`src/rtl/irq_fiq_pkg.sv`:
```
package irq_fiq_pkg;

   localparam int unsigned NUM_LVL  = 2;
   localparam int unsigned LVL_IRQ  = 0;
   localparam int unsigned LVL_FIQ  = 1;

   localparam int unsigned BASE_IRQ = 32'h000;
   localparam int unsigned BASE_FIQ = 32'h100;
   localparam int unsigned OFS_STA  = 32'h0;
   localparam int unsigned OFS_SIG  = 32'h4;
   localparam int unsigned OFS_EN   = 32'h8;
   localparam int unsigned OFS_CLR  = 32'hC;
   localparam int unsigned ADR_SWI  = 32'h010;

   localparam int unsigned SWI_BIT_IRQ = 1;
   localparam int unsigned SWI_BIT_FIQ = 2;

   typedef enum logic [2:0] {
      VIEW_NONE,
      VIEW_STA,
      VIEW_SIG,
      VIEW_EN
   } view_e;

   typedef struct packed {
      view_e kind;
      logic  lvl;
   } rd_sel_t;

   function automatic int unsigned lvl_base(input int unsigned lvl);
      return (lvl == LVL_FIQ) ? BASE_FIQ : BASE_IRQ;
   endfunction

endpackage

```
`src/rtl/ifc_regdec.sv`:
```
module ifc_regdec
   import irq_fiq_pkg::*;
#(
   parameter int unsigned ADDR_W = 12
) (
   input  logic [ADDR_W-1:0]  addr,
   input  logic               wr_en,
   output logic [NUM_LVL-1:0] en_wr,
   output logic [NUM_LVL-1:0] clr_wr,
   output logic               swi_wr,
   output rd_sel_t            rd_sel
);

   logic [NUM_LVL-1:0] hit_sta, hit_sig, hit_en, hit_clr;

   for (genvar lv = 0; lv < NUM_LVL; lv++) begin : g_lvl
      localparam int unsigned B = lvl_base(lv);
      assign hit_sta[lv] = (addr == ADDR_W'(B + OFS_STA));
      assign hit_sig[lv] = (addr == ADDR_W'(B + OFS_SIG));
      assign hit_en[lv]  = (addr == ADDR_W'(B + OFS_EN));
      assign hit_clr[lv] = (addr == ADDR_W'(B + OFS_CLR));
      assign en_wr[lv]   = wr_en & hit_en[lv];
      assign clr_wr[lv]  = wr_en & hit_clr[lv];
   end

   assign swi_wr = wr_en & (addr == ADDR_W'(ADR_SWI));

   always_comb begin
      rd_sel.kind = VIEW_NONE;
      rd_sel.lvl  = 1'b0;
      for (int lv = 0; lv < NUM_LVL; lv++) begin
         if (hit_sta[lv]) begin
            rd_sel.kind = VIEW_STA;
            rd_sel.lvl  = 1'(lv);
         end else if (hit_sig[lv]) begin
            rd_sel.kind = VIEW_SIG;
            rd_sel.lvl  = 1'(lv);
         end else if (hit_en[lv]) begin
            rd_sel.kind = VIEW_EN;
            rd_sel.lvl  = 1'(lv);
         end
      end
   end

endmodule

```
`src/rtl/ifc_mask_pair.sv`:
```
module ifc_mask_pair
   import irq_fiq_pkg::*;
#(
   parameter int unsigned DATA_W = 32
) (
   input  logic                            clk,
   input  logic                            rst_n,
   input  logic [NUM_LVL-1:0]              en_wr,
   input  logic [NUM_LVL-1:0]              clr_wr,
   input  logic [DATA_W-1:0]               wdata,
   output logic [NUM_LVL-1:0][DATA_W-1:0]  en_q
);

   localparam logic [DATA_W-1:0] HW_MASK = {{(DATA_W-2){1'b1}}, 2'b00};

   logic [DATA_W-1:0] wbits;
   assign wbits = wdata & HW_MASK;

   for (genvar lv = 0; lv < NUM_LVL; lv++) begin : g_mask
      localparam int unsigned OTHER = NUM_LVL - 1 - lv;
      logic [DATA_W-1:0] nxt;

      always_comb begin
         nxt = en_q[lv];
         if (en_wr[lv])     nxt = nxt | wbits;
         if (en_wr[OTHER])  nxt = nxt & ~wbits;
         if (clr_wr[lv])    nxt = nxt & ~wdata;
         nxt = nxt & HW_MASK;
      end

      always_ff @(posedge clk or negedge rst_n) begin
         if (!rst_n) en_q[lv] <= '0;
         else        en_q[lv] <= nxt;
      end
   end

endmodule

```
`src/rtl/ifc_level_view.sv`:
```
module ifc_level_view #(
   parameter int unsigned DATA_W  = 32,
   parameter bit          OUT_REG = 1'b1
) (
   input  logic              clk,
   input  logic              rst_n,
   input  logic [DATA_W-1:0] src,
   input  logic [DATA_W-1:0] en,
   input  logic              prog,
   input  logic              fiq_any,
   output logic [DATA_W-1:0] sig,
   output logic [DATA_W-1:0] sta,
   output logic              req_now,
   output logic              req_o
);

   logic [DATA_W-1:1] sta_hi;

   assign sta_hi  = {src[DATA_W-1:2] & en[DATA_W-1:2], prog};
   assign req_now = |sta_hi;
   assign sig     = {src[DATA_W-1:2], prog, fiq_any};
   assign sta     = {sta_hi, fiq_any};

   if (OUT_REG) begin : g_reg
      always_ff @(posedge clk or negedge rst_n) begin
         if (!rst_n) req_o <= 1'b0;
         else        req_o <= req_now;
      end
   end else begin : g_comb
      assign req_o = req_now;
   end

endmodule

```
`src/rtl/irq_fiq_ctrl.sv`:
```
module irq_fiq_ctrl
   import irq_fiq_pkg::*;
#(
   parameter int unsigned DATA_W  = 32,
   parameter int unsigned ADDR_W  = 12,
   parameter bit          OUT_REG = 1'b1
) (
   input  logic              clk,
   input  logic              rst_n,
   input  logic [ADDR_W-1:0] addr,
   input  logic              wr_en,
   input  logic [DATA_W-1:0] wr_data,
   output logic [DATA_W-1:0] rd_data,
   input  logic [DATA_W-1:0] src_i,
   output logic              irq_o,
   output logic              fiq_o
);

   if (DATA_W < 4) begin : g_bad_width
      $error("irq_fiq_ctrl: DATA_W must be at least 4");
   end
   if (ADDR_W < 9) begin : g_bad_addr
      $error("irq_fiq_ctrl: ADDR_W must reach the fast level base");
   end

   logic [NUM_LVL-1:0]             en_wr, clr_wr;
   logic                           swi_wr;
   rd_sel_t                        rd_sel;
   logic [NUM_LVL-1:0][DATA_W-1:0] en_q;
   logic [NUM_LVL-1:0][DATA_W-1:0] sig_v, sta_v;
   logic [NUM_LVL-1:0]             req_now, req_o;
   logic [NUM_LVL-1:0]             prog;
   logic [DATA_W-1:0]              irq_en_q, fiq_en_q;
   logic                           swi_irq_q, swi_fiq_q;
   logic                           fiq_any;

   ifc_regdec #(.ADDR_W(ADDR_W)) u_dec (
      .addr   (addr),
      .wr_en  (wr_en),
      .en_wr  (en_wr),
      .clr_wr (clr_wr),
      .swi_wr (swi_wr),
      .rd_sel (rd_sel)
   );

   ifc_mask_pair #(.DATA_W(DATA_W)) u_mask (
      .clk    (clk),
      .rst_n  (rst_n),
      .en_wr  (en_wr),
      .clr_wr (clr_wr),
      .wdata  (wr_data),
      .en_q   (en_q)
   );

   always_ff @(posedge clk or negedge rst_n) begin
      if (!rst_n) begin
         swi_irq_q <= 1'b0;
         swi_fiq_q <= 1'b0;
      end else if (swi_wr) begin
         swi_irq_q <= wr_data[SWI_BIT_IRQ];
         swi_fiq_q <= wr_data[SWI_BIT_FIQ];
      end
   end

   assign irq_en_q       = en_q[LVL_IRQ];
   assign fiq_en_q       = en_q[LVL_FIQ];
   assign prog[LVL_IRQ]  = swi_irq_q;
   assign prog[LVL_FIQ]  = swi_fiq_q;
   assign fiq_any        = req_now[LVL_FIQ];

   for (genvar lv = 0; lv < NUM_LVL; lv++) begin : g_view
      ifc_level_view #(.DATA_W(DATA_W), .OUT_REG(OUT_REG)) u_view (
         .clk     (clk),
         .rst_n   (rst_n),
         .src     (src_i),
         .en      (en_q[lv]),
         .prog    (prog[lv]),
         .fiq_any (fiq_any),
         .sig     (sig_v[lv]),
         .sta     (sta_v[lv]),
         .req_now (req_now[lv]),
         .req_o   (req_o[lv])
      );
   end

   assign irq_o = req_o[LVL_IRQ];
   assign fiq_o = req_o[LVL_FIQ];

   always_comb begin
      unique case (rd_sel.kind)
         VIEW_STA: rd_data = sta_v[rd_sel.lvl];
         VIEW_SIG: rd_data = sig_v[rd_sel.lvl];
         VIEW_EN:  rd_data = en_q[rd_sel.lvl];
         default:  rd_data = '0;
      endcase
   end

endmodule

```
`config.mk`:
```
export PLATFORM = sky130hd
export DESIGN_NAME = irq_fiq_ctrl
export DESIGN_NICKNAME = d
export VERILOG_FILES = /design/src/rtl/irq_fiq_pkg.sv /design/src/rtl/ifc_regdec.sv /design/src/rtl/ifc_mask_pair.sv /design/src/rtl/ifc_level_view.sv /design/src/rtl/irq_fiq_ctrl.sv
export SDC_FILE = /design/constraint.sdc
export NUM_CORES = 1
export LEC_CHECK = 0
export ABC_AREA = 0
export BUFFER_PORTS_ARGS = -buffer_cell sky130_fd_sc_hd__buf_4
export CORE_MARGIN = 4
export CORE_UTILIZATION = 35
export CTS_CLUSTER_SIZE = 16
export DETAILED_ROUTE_END_ITERATION = 10
export GPL_TIMING_DRIVEN = 0
export PLACE_DENSITY = 0.7
export SYNTH_ARGS = -nofsm -noshare
export SYNTH_HDL_FRONTEND = slang
export SYNTH_SLANG_ARGS = --single-unit
```
`constraint.sdc`:
```
create_clock -name clk -period 2.8 [get_ports clk]
set_input_delay 0.56 -clock clk [delete_from_list [all_inputs] [get_ports clk]]
set_output_delay 0.56 -clock clk [all_outputs]
set_load 0.02 [all_outputs]
```
-- Word-level counts from Yosys, hierarchy flattened
Index checks and enable logic that the tools add are counted.
W data, S select, Z words.
- add/subtract/negate cells: 0
- $mul: 0
- div/mod/pow operators: 0
- order comparisons: 1
- equality and inequality tests: 11
- shift-type cells: 0
- mux-type cells: 19
- bitwise gates (word level): 15
- reduce and logical (&&, ||, !) cells: 3
- operators with widths (operator ; count):
    $mux W32 ; 11
    $and A32 B32 Y32 ; 4
    $pmux W32 S3 ; 1
    $not A32 Y32 ; 2
    $or A32 B32 Y32 ; 2
    $reduce_or A31 Y1 ; 2
    $and A30 B30 Y30 ; 2
    $eq A12 B9 Y1 const B ; 4
    $eq A12 B4 Y1 const B ; 2
    $mux W4 ; 5
    $eq A12 B3 Y1 const B ; 1
    $eq A12 B5 Y1 const B ; 1
    $logic_not A12 Y1 ; 1
    $eq A3 B2 Y1 const B ; 2
    $and A1 B1 Y1 ; 5
    $eq A3 B1 Y1 const B ; 1
    $mux W3 ; 1
    $lt A1 B2 Y1 const B ; 1
    $mux W2 ; 1
- register bits: 64
- latch bits: 0
- bits in writable memories: 0
- memory bits (read-only): 0
- output and inout bits: 34
- logic and storage cells: 55
- memories: 0

-- Longest topological paths before layout
Gate-level depths: netlist (run 1).
- word-level depth: 10
- depth in mapped cells: 6
- gate-level depth less buffers: 4

-- Modules after synthesis
A second synthesis (run 1) with hierarchy kept.
- cell total of the unflattened synthesis: 564
- area, all modules: 5217.5 µm²
- modules (own cells, without submodules) (module ; times used ; cells an instance ; area each (µm²) ; seq. area each (µm²)):
    ifc_mask_pair ; 1 ; 199 ; 2288.4 ; 1501.4
    irq_fiq_ctrl ; 1 ; 189 ; 1657.8 ; 50.0
    ifc_level_view ; 2 ; 77 ; 556.8 ; 25.0
    ifc_regdec ; 1 ; 22 ; 157.7 ; 0.0

-- Worst setup path before layout (run 1)
OpenSTA, ideal clock, no wires.
- path kind: input -> output
- start point: input addr[0]
- end point: output rd_data[10]
- arrival: 2554 ps
- required time: 2240 ps
- setup slack: -314 ps
- cell stages on the path: 6
- path buffers: 2
- path through: or4_1 buf_2 or2_1 or3_4 buf_6 o31ai_1
- word-level cells in the longest chain between the ends: 9
- elaborated cells between the ends (all ways): 20
- classes of those cells: 8 x eq/ne; 11 x mux; 1 x reduce/logical
- RTL lines (item ; RTL line ; source):
    from (decl) ; irq_fiq_ctrl.sv:10 ; input logic [ADDR_W-1:0] addr,
    $eq A12 B4 Y1 / $eq A12 B3 Y1 (equally long branches) ; ifc_regdec.sv:20, ifc_regdec.sv:19 ;
    $mux W3 / $mux W4 (equally long branches) ; ifc_regdec.sv:38, ifc_regdec.sv:35 ;
    $mux W4, on equally long branches ; ifc_regdec.sv:35, ifc_regdec.sv:32 ;
    $mux W4, on equally long branches ; ifc_regdec.sv:32, ifc_regdec.sv:38 ;
    $mux W4, on equally long branches ; ifc_regdec.sv:38, ifc_regdec.sv:35 ;
    $mux W4, on equally long branches ; ifc_regdec.sv:35, ifc_regdec.sv:32 ;
    $mux W4 (*) ; ifc_regdec.sv:32 ; if (hit_sta[lv]) begin
    $eq A3 B2 Y1 (tied with other cells) ; irq_fiq_ctrl.sv:90 ; unique case (rd_sel.kind)
    $pmux W32 S3 (*) ; irq_fiq_ctrl.sv:90 ;
    to (decl) ; irq_fiq_ctrl.sv:13 ; output logic [DATA_W-1:0] rd_data,
Every way passes the cells marked *; elsewhere a longest branch is shown, timed or not. The select of a mux whose other input is x is not followed.

-- Final worst setup path (run 1)
- start point: input addr[9]
- end point: output rd_data[21]
Same word-level chain as after synthesis.

==> reports/metrics.yaml, run 1 <==
outcome: "finished with violations"
violations: "setup timing"
synthesis.nets: 474
cts_root_buffer: "clkbuf_8"
ys_seq_area_frac: 0.448
wl_per_cell_um: 21.5
grt_pass1_vias: 3986
setup_ws_ns: -0.303
final_cells: 656
clk_pin_slew_ns: 0.07
setup_viol: 31
synthFlopType: "dfrtp_1"
grt_pass1_wl_um: 21600
io_buffers: 108
drcViolationCount: 0
synthToLayoutAreaGrowth_pct: 53.4
slowest_stage: "or4_4"
synth-seq-cells: 64
arrival_ns: 2.54
cp_common_cell: "buf_6"
rsz0062_at_grt: "true"
diodes: 0
cts_tree: "built"
die_y_um: 109
core_um2: 9860
crit_fanout: 6
vias_per_cell: 5.96
first_pass_iters: 5
syn_inst: 395
synth_edf_count: 0
ys.warnings.count: 0
slowest_delay_ns: 0.59
drv_slew: 0
fmax_mhz: 322
hold_violations: 0
layout_commonest_cell: "a21oi_1"
power.density_nw_per_um2: 370
synthArstFlopShare: 1.00
start_kind: "primary input"
r2r_setup_slack_ns: 1.11
final_cell_area_um2: 5490
antenna_found_initial: 0
min_path_type: "primary input to asynchronous set/reset pin"
die_w_um: 109
timing.rr.end: "g_view[1].u_view.req_o"
wl_um: 14100
vias: 3909
peakVddDrop_mv: 0.228
gp_congestion: 0.875
clk_latency_ns: 0.35
htree_num_levels: 3
setup.worst_path.class: "primary input to output port"
ys_types: 30
cap_violations: 0
period_needed_ns: 3.10
required_ns: 2.24
hpwlAfterDp_um: 10100
skew_ns: 0.00814
rows: 36
cts_buffers: 9
postRouteAntennaNets: 0
drive_above_1_share: 0.369
cts_buffer_depth: 2
io_pins: 113
holdWs_ns: 0.287
most-common-layout-cells: "a21oi_1, buf_4, dfrtp_1"
grt-ovfl-total: 0
worstPathCellList: "buf_6 > or4_4 > or2_4 > or3_4 > buf_12 > o31ai_4 > buf_6"
grt_max_degree: 65
place_area_um2: 4970
crit_path_end_kind: "output port"
final_nets: 597
worst_slew_margin_rel: 0.453
dieArea_um2: 11900
syn_avg_cell_area_um2: 9.06
min_period_over_period: 1.11
cts.sinks: 64
dp_cells: 636
power_leakage_nw: 2.30
globalRouteTotalUtil: 0.243
worst_slew_pin_slew_ns: 0.821
drt-initial-drc-count: 339
start_util: 0.363
power_mw: 2.03
reg2regPathDepth: 3
synth_area_um2: 3580
## how the worst max path moves through the flow
stage,cells past startpoint,from,slack [ns],to
after floorplan,6,addr[0],-0.05,rd_data[10]
after global placement,8,addr[0],-0.52,rd_data[31]
after detailed placement,8,addr[9],-0.56,rd_data[5]
after CTS,8,addr[0],-0.32,rd_data[22]
after global routing,7,addr[0],-0.35,rd_data[21]
final,7,addr[9],-0.30,rd_data[21]
## cell usage after synthesis (3+ instances only)
master,number,share of area
a21oi_1,122,0.17
a22oi_1,24,0.050
buf_2,11,0.015
buf_4,3,0.0063
buf_6,3,0.0094
clkbuf_1,10,0.010
dfrtp_1,64,0.45
mux2i_1,31,0.087
nand2_1,30,0.031
nand3_1,3,0.0042
nand4_1,5,0.0087
nor2_1,31,0.033
nor4_1,4,0.0070
o31ai_1,30,0.063
or4_1,4,0.0084
## layer usage
layer	track usage	share of wire
met5	0	0
met4	0.0974	0.028
met3	0.0444	0.079
met2	0.408	0.49
met1	0.309	0.40
## worst max-delay path, delay by kind of cell
family / cells / cell delay, ns
simple gates: 3 / 1.29
buf+inv: 3 / 0.43
compound gates: 1 / 0.26
## report_power, final
| group | switching, mW | total (mW) | internal [mW] | leakage [nW] |
|---|---|---|---|---|
| registers | 0.00426 | 0.934 | 0.930 | 0.894 |
| clock network | 0.362 | 0.870 | 0.508 | 0.113 |
| logic | 0.130 | 0.225 | 0.0951 | 1.30 |
| total | 0.496 | 2.03 | 1.53 | 2.30 |
## final cells by class
cell class,instances,area [um2]
flip-flops and latches,64,1600
repair buffers,114,1020
clock inverters,2,35.0
multi-input cells,304,2300
fillers,858,4380
clock buffers,14,183
well taps,133,166
plain buffers,25,186
## stage by stage
step | worst slack, ns | util | TNS (ns)
after CTS | -0.319 | 0.553 | -8.49
after global placement | -0.516 | 0.504 | -13.89
final | -0.303 | 0.556 | -7.37
after global routing | -0.347 | 0.556 | -8.93
after detailed placement | -0.561 | 0.504 | -14.96
after floorplan | -0.0488 | - | -1.46
## what timing repair did
action / CTS / global route
hold buffers: 0 / 0
buffers inserted: 3 / 0
resized for setup: 59 / 6
endpoints found under the setup margin: 31 / 32
cloned: 2 / 1
pin swaps: 4 / 5
## logic make-up (layout without fill, tap and decap cells)
group                     count (synthesis)  count (layout)  synth area share
AOI/OAI and AO/OA                       181             181             0.297
and+or+nand+nor                          89              89             0.118
DFF                                      64              64             0.448
muxes                                    33              33            0.0930
buffers and inverters                    27             155            0.0416
xor gates and xnor gates                  1               1           0.00245
(Power assumes the default switching activity.)
==> run 2, diff against run 1 <==
--- a/config.mk
+++ b/config.mk
@@ -7,12 +7,11 @@
 export LEC_CHECK = 0
 export ABC_AREA = 0
 export BUFFER_PORTS_ARGS = -buffer_cell sky130_fd_sc_hd__buf_4
-export CORE_MARGIN = 4
-export CORE_UTILIZATION = 35
+export CORE_UTILIZATION = 46
 export CTS_CLUSTER_SIZE = 16
 export DETAILED_ROUTE_END_ITERATION = 10
 export GPL_TIMING_DRIVEN = 0
-export PLACE_DENSITY = 0.7
+export PLACE_DENSITY = 0.85
 export SYNTH_ARGS = -nofsm -noshare
 export SYNTH_HDL_FRONTEND = slang
 export SYNTH_SLANG_ARGS = --single-unit
==> reports/metrics.yaml, run 2 (synthesis gave the netlist of run 1 again) <==
diodes: 0
cts_buffers: 9
dp_cells: 602
wl_per_cell_um: 21.7
crit_path_end_kind: "output port"
grt-ovfl-total: 0
postRouteAntennaNets: 0
cap_violations: 0
min_period_over_period: 1.13
die_w_um: 90.2
io_pins: 113
io_buffers: 108
violations: "setup timing"
setup_viol: 30
grt_max_degree: 65
final_cells: 624
cts_tree: "built"
cts_root_buffer: "clkbuf_8"
power_leakage_nw: 2.29
skew_ns: 0.00935
crit_fanout: 10
power.density_nw_per_um2: 366
min_path_type: "primary input to asynchronous set/reset pin"
worst_slew_margin_rel: 0.436
most-common-layout-cells: "a21oi_1, buf_4, dfrtp_1"
arrival_ns: 2.59
setup.worst_path.class: "primary input to output port"
clk_pin_slew_ns: 0.07
antenna_found_initial: 0
period_needed_ns: 3.15
vias_per_cell: 6.58
cts_buffer_depth: 2
holdWs_ns: 0.310
grt_pass1_vias: 4010
required_ns: 2.24
vias: 4105
layout_commonest_cell: "a21oi_1"
postCtsHoldBufs: 0
clk_latency_ns: 0.34
hpwlAfterDp_um: 9170
final_util: 0.732
htree_num_levels: 3
start_kind: "primary input"
start_util: 0.485
setup_ws_ns: -0.353
dieArea_um2: 8130
drcViolationCount: 0
timing.rr.end: "g_view[0].u_view.req_o"
rows: 31
drt-initial-drc-count: 662
first_pass_iters: 5
peakVddDrop_mv: 0.261
drive_above_1_share: 0.358
drv_slew: 0
rsz0062_at_grt: "true"
core_um2: 7370
final_nets: 599
hold_violations: 0
r2r_setup_slack_ns: 1.11
fmax_mhz: 317
reg2regPathDepth: 4
outcome: "finished with violations"
gp_congestion: 0.930
synthToLayoutAreaGrowth_pct: 50.8
globalRouteTotalUtil: 0.332
wl_um: 13500
cts.sinks: 64
die_y_um: 90.2
grt_pass1_wl_um: 20700
worst_slew_pin_slew_ns: 0.846
-- run 2: cell count changes in the layout (fill, tap and decap cells not counted), sizes merged --
cell,change
buf,+3
clkbuf,-2
clkinv,+1
-- run 2: timing repair --
item                                    CTS  global route
pin swaps                                 4             8
endpoints found under the setup margin   31            31
resized for setup                        44            11
setup buffers                             4             1
cloned                                    2             1
-- run 2: metrics by stage --
step / setup TNS [ns] / setup slack, ns / power (mW) / instance area, um2
6_report: -9.21 / -0.353 / 1.97 / 5400
5_1_grt: -10.67 / -0.375 / 2.03 / 5400
4_1_cts: -8.70 / -0.328 / 1.97 / 5330
3_5_place_dp: -13.79 / -0.511 / 1.16 / 4920
3_3_place_gp: -12.87 / -0.468 / 1.16 / 4920
2_1_floorplan: -1.46 / -0.0488 / 1.00 / 3990
-- run 2: worst max-delay path, cell delays in order --
cell	delay [ns]
buf_4	0.11
or4_4	0.57
or2_4	0.27
or3_4	0.50
buf_12	0.20
o31ai_4	0.22
buf_6	0.16
-- run 2: area by class of cell --
cell class              count  area, um2
plain buffers              25        178
clock buffers              13        159
clock inverters             3       40.0
fillers                   516       1970
multi-input cells         304       2270
flip-flops and latches     64       1600
well taps                  99        124
repair buffers            116       1020
-- run 2: per-layer routing --
layer | GRT usage | vias to the layer above | part of all wire
met4 | 0.168 | 0 | 0.055
met3 | 0.0660 | 83 | 0.12
li1 | - | 1751 | -
met1 | 0.408 | 1939 | 0.36
met2 | 0.555 | 332 | 0.47
met5 | 0 | - | 0
-- run 2: power breakdown --
part           switching, mW  leakage (nW)  internal [mW]
clock                  0.358         0.103          0.458
combinational          0.130          1.29         0.0939
sequential           0.00441         0.894          0.930
total                  0.492          2.29           1.48
-- run 2: worst max-delay path by stage --
stage / endpoint / slack, ns / cells after the start / startpoint
final: rd_data[11] / -0.35 / 7 / addr[1]
after floorplan: rd_data[10] / -0.05 / 6 / addr[0]
after detailed placement: rd_data[24] / -0.51 / 8 / addr[9]
after global routing: rd_data[8] / -0.38 / 8 / addr[1]
after global placement: rd_data[31] / -0.47 / 8 / addr[0]
after CTS: rd_data[11] / -0.33 / 8 / addr[0]
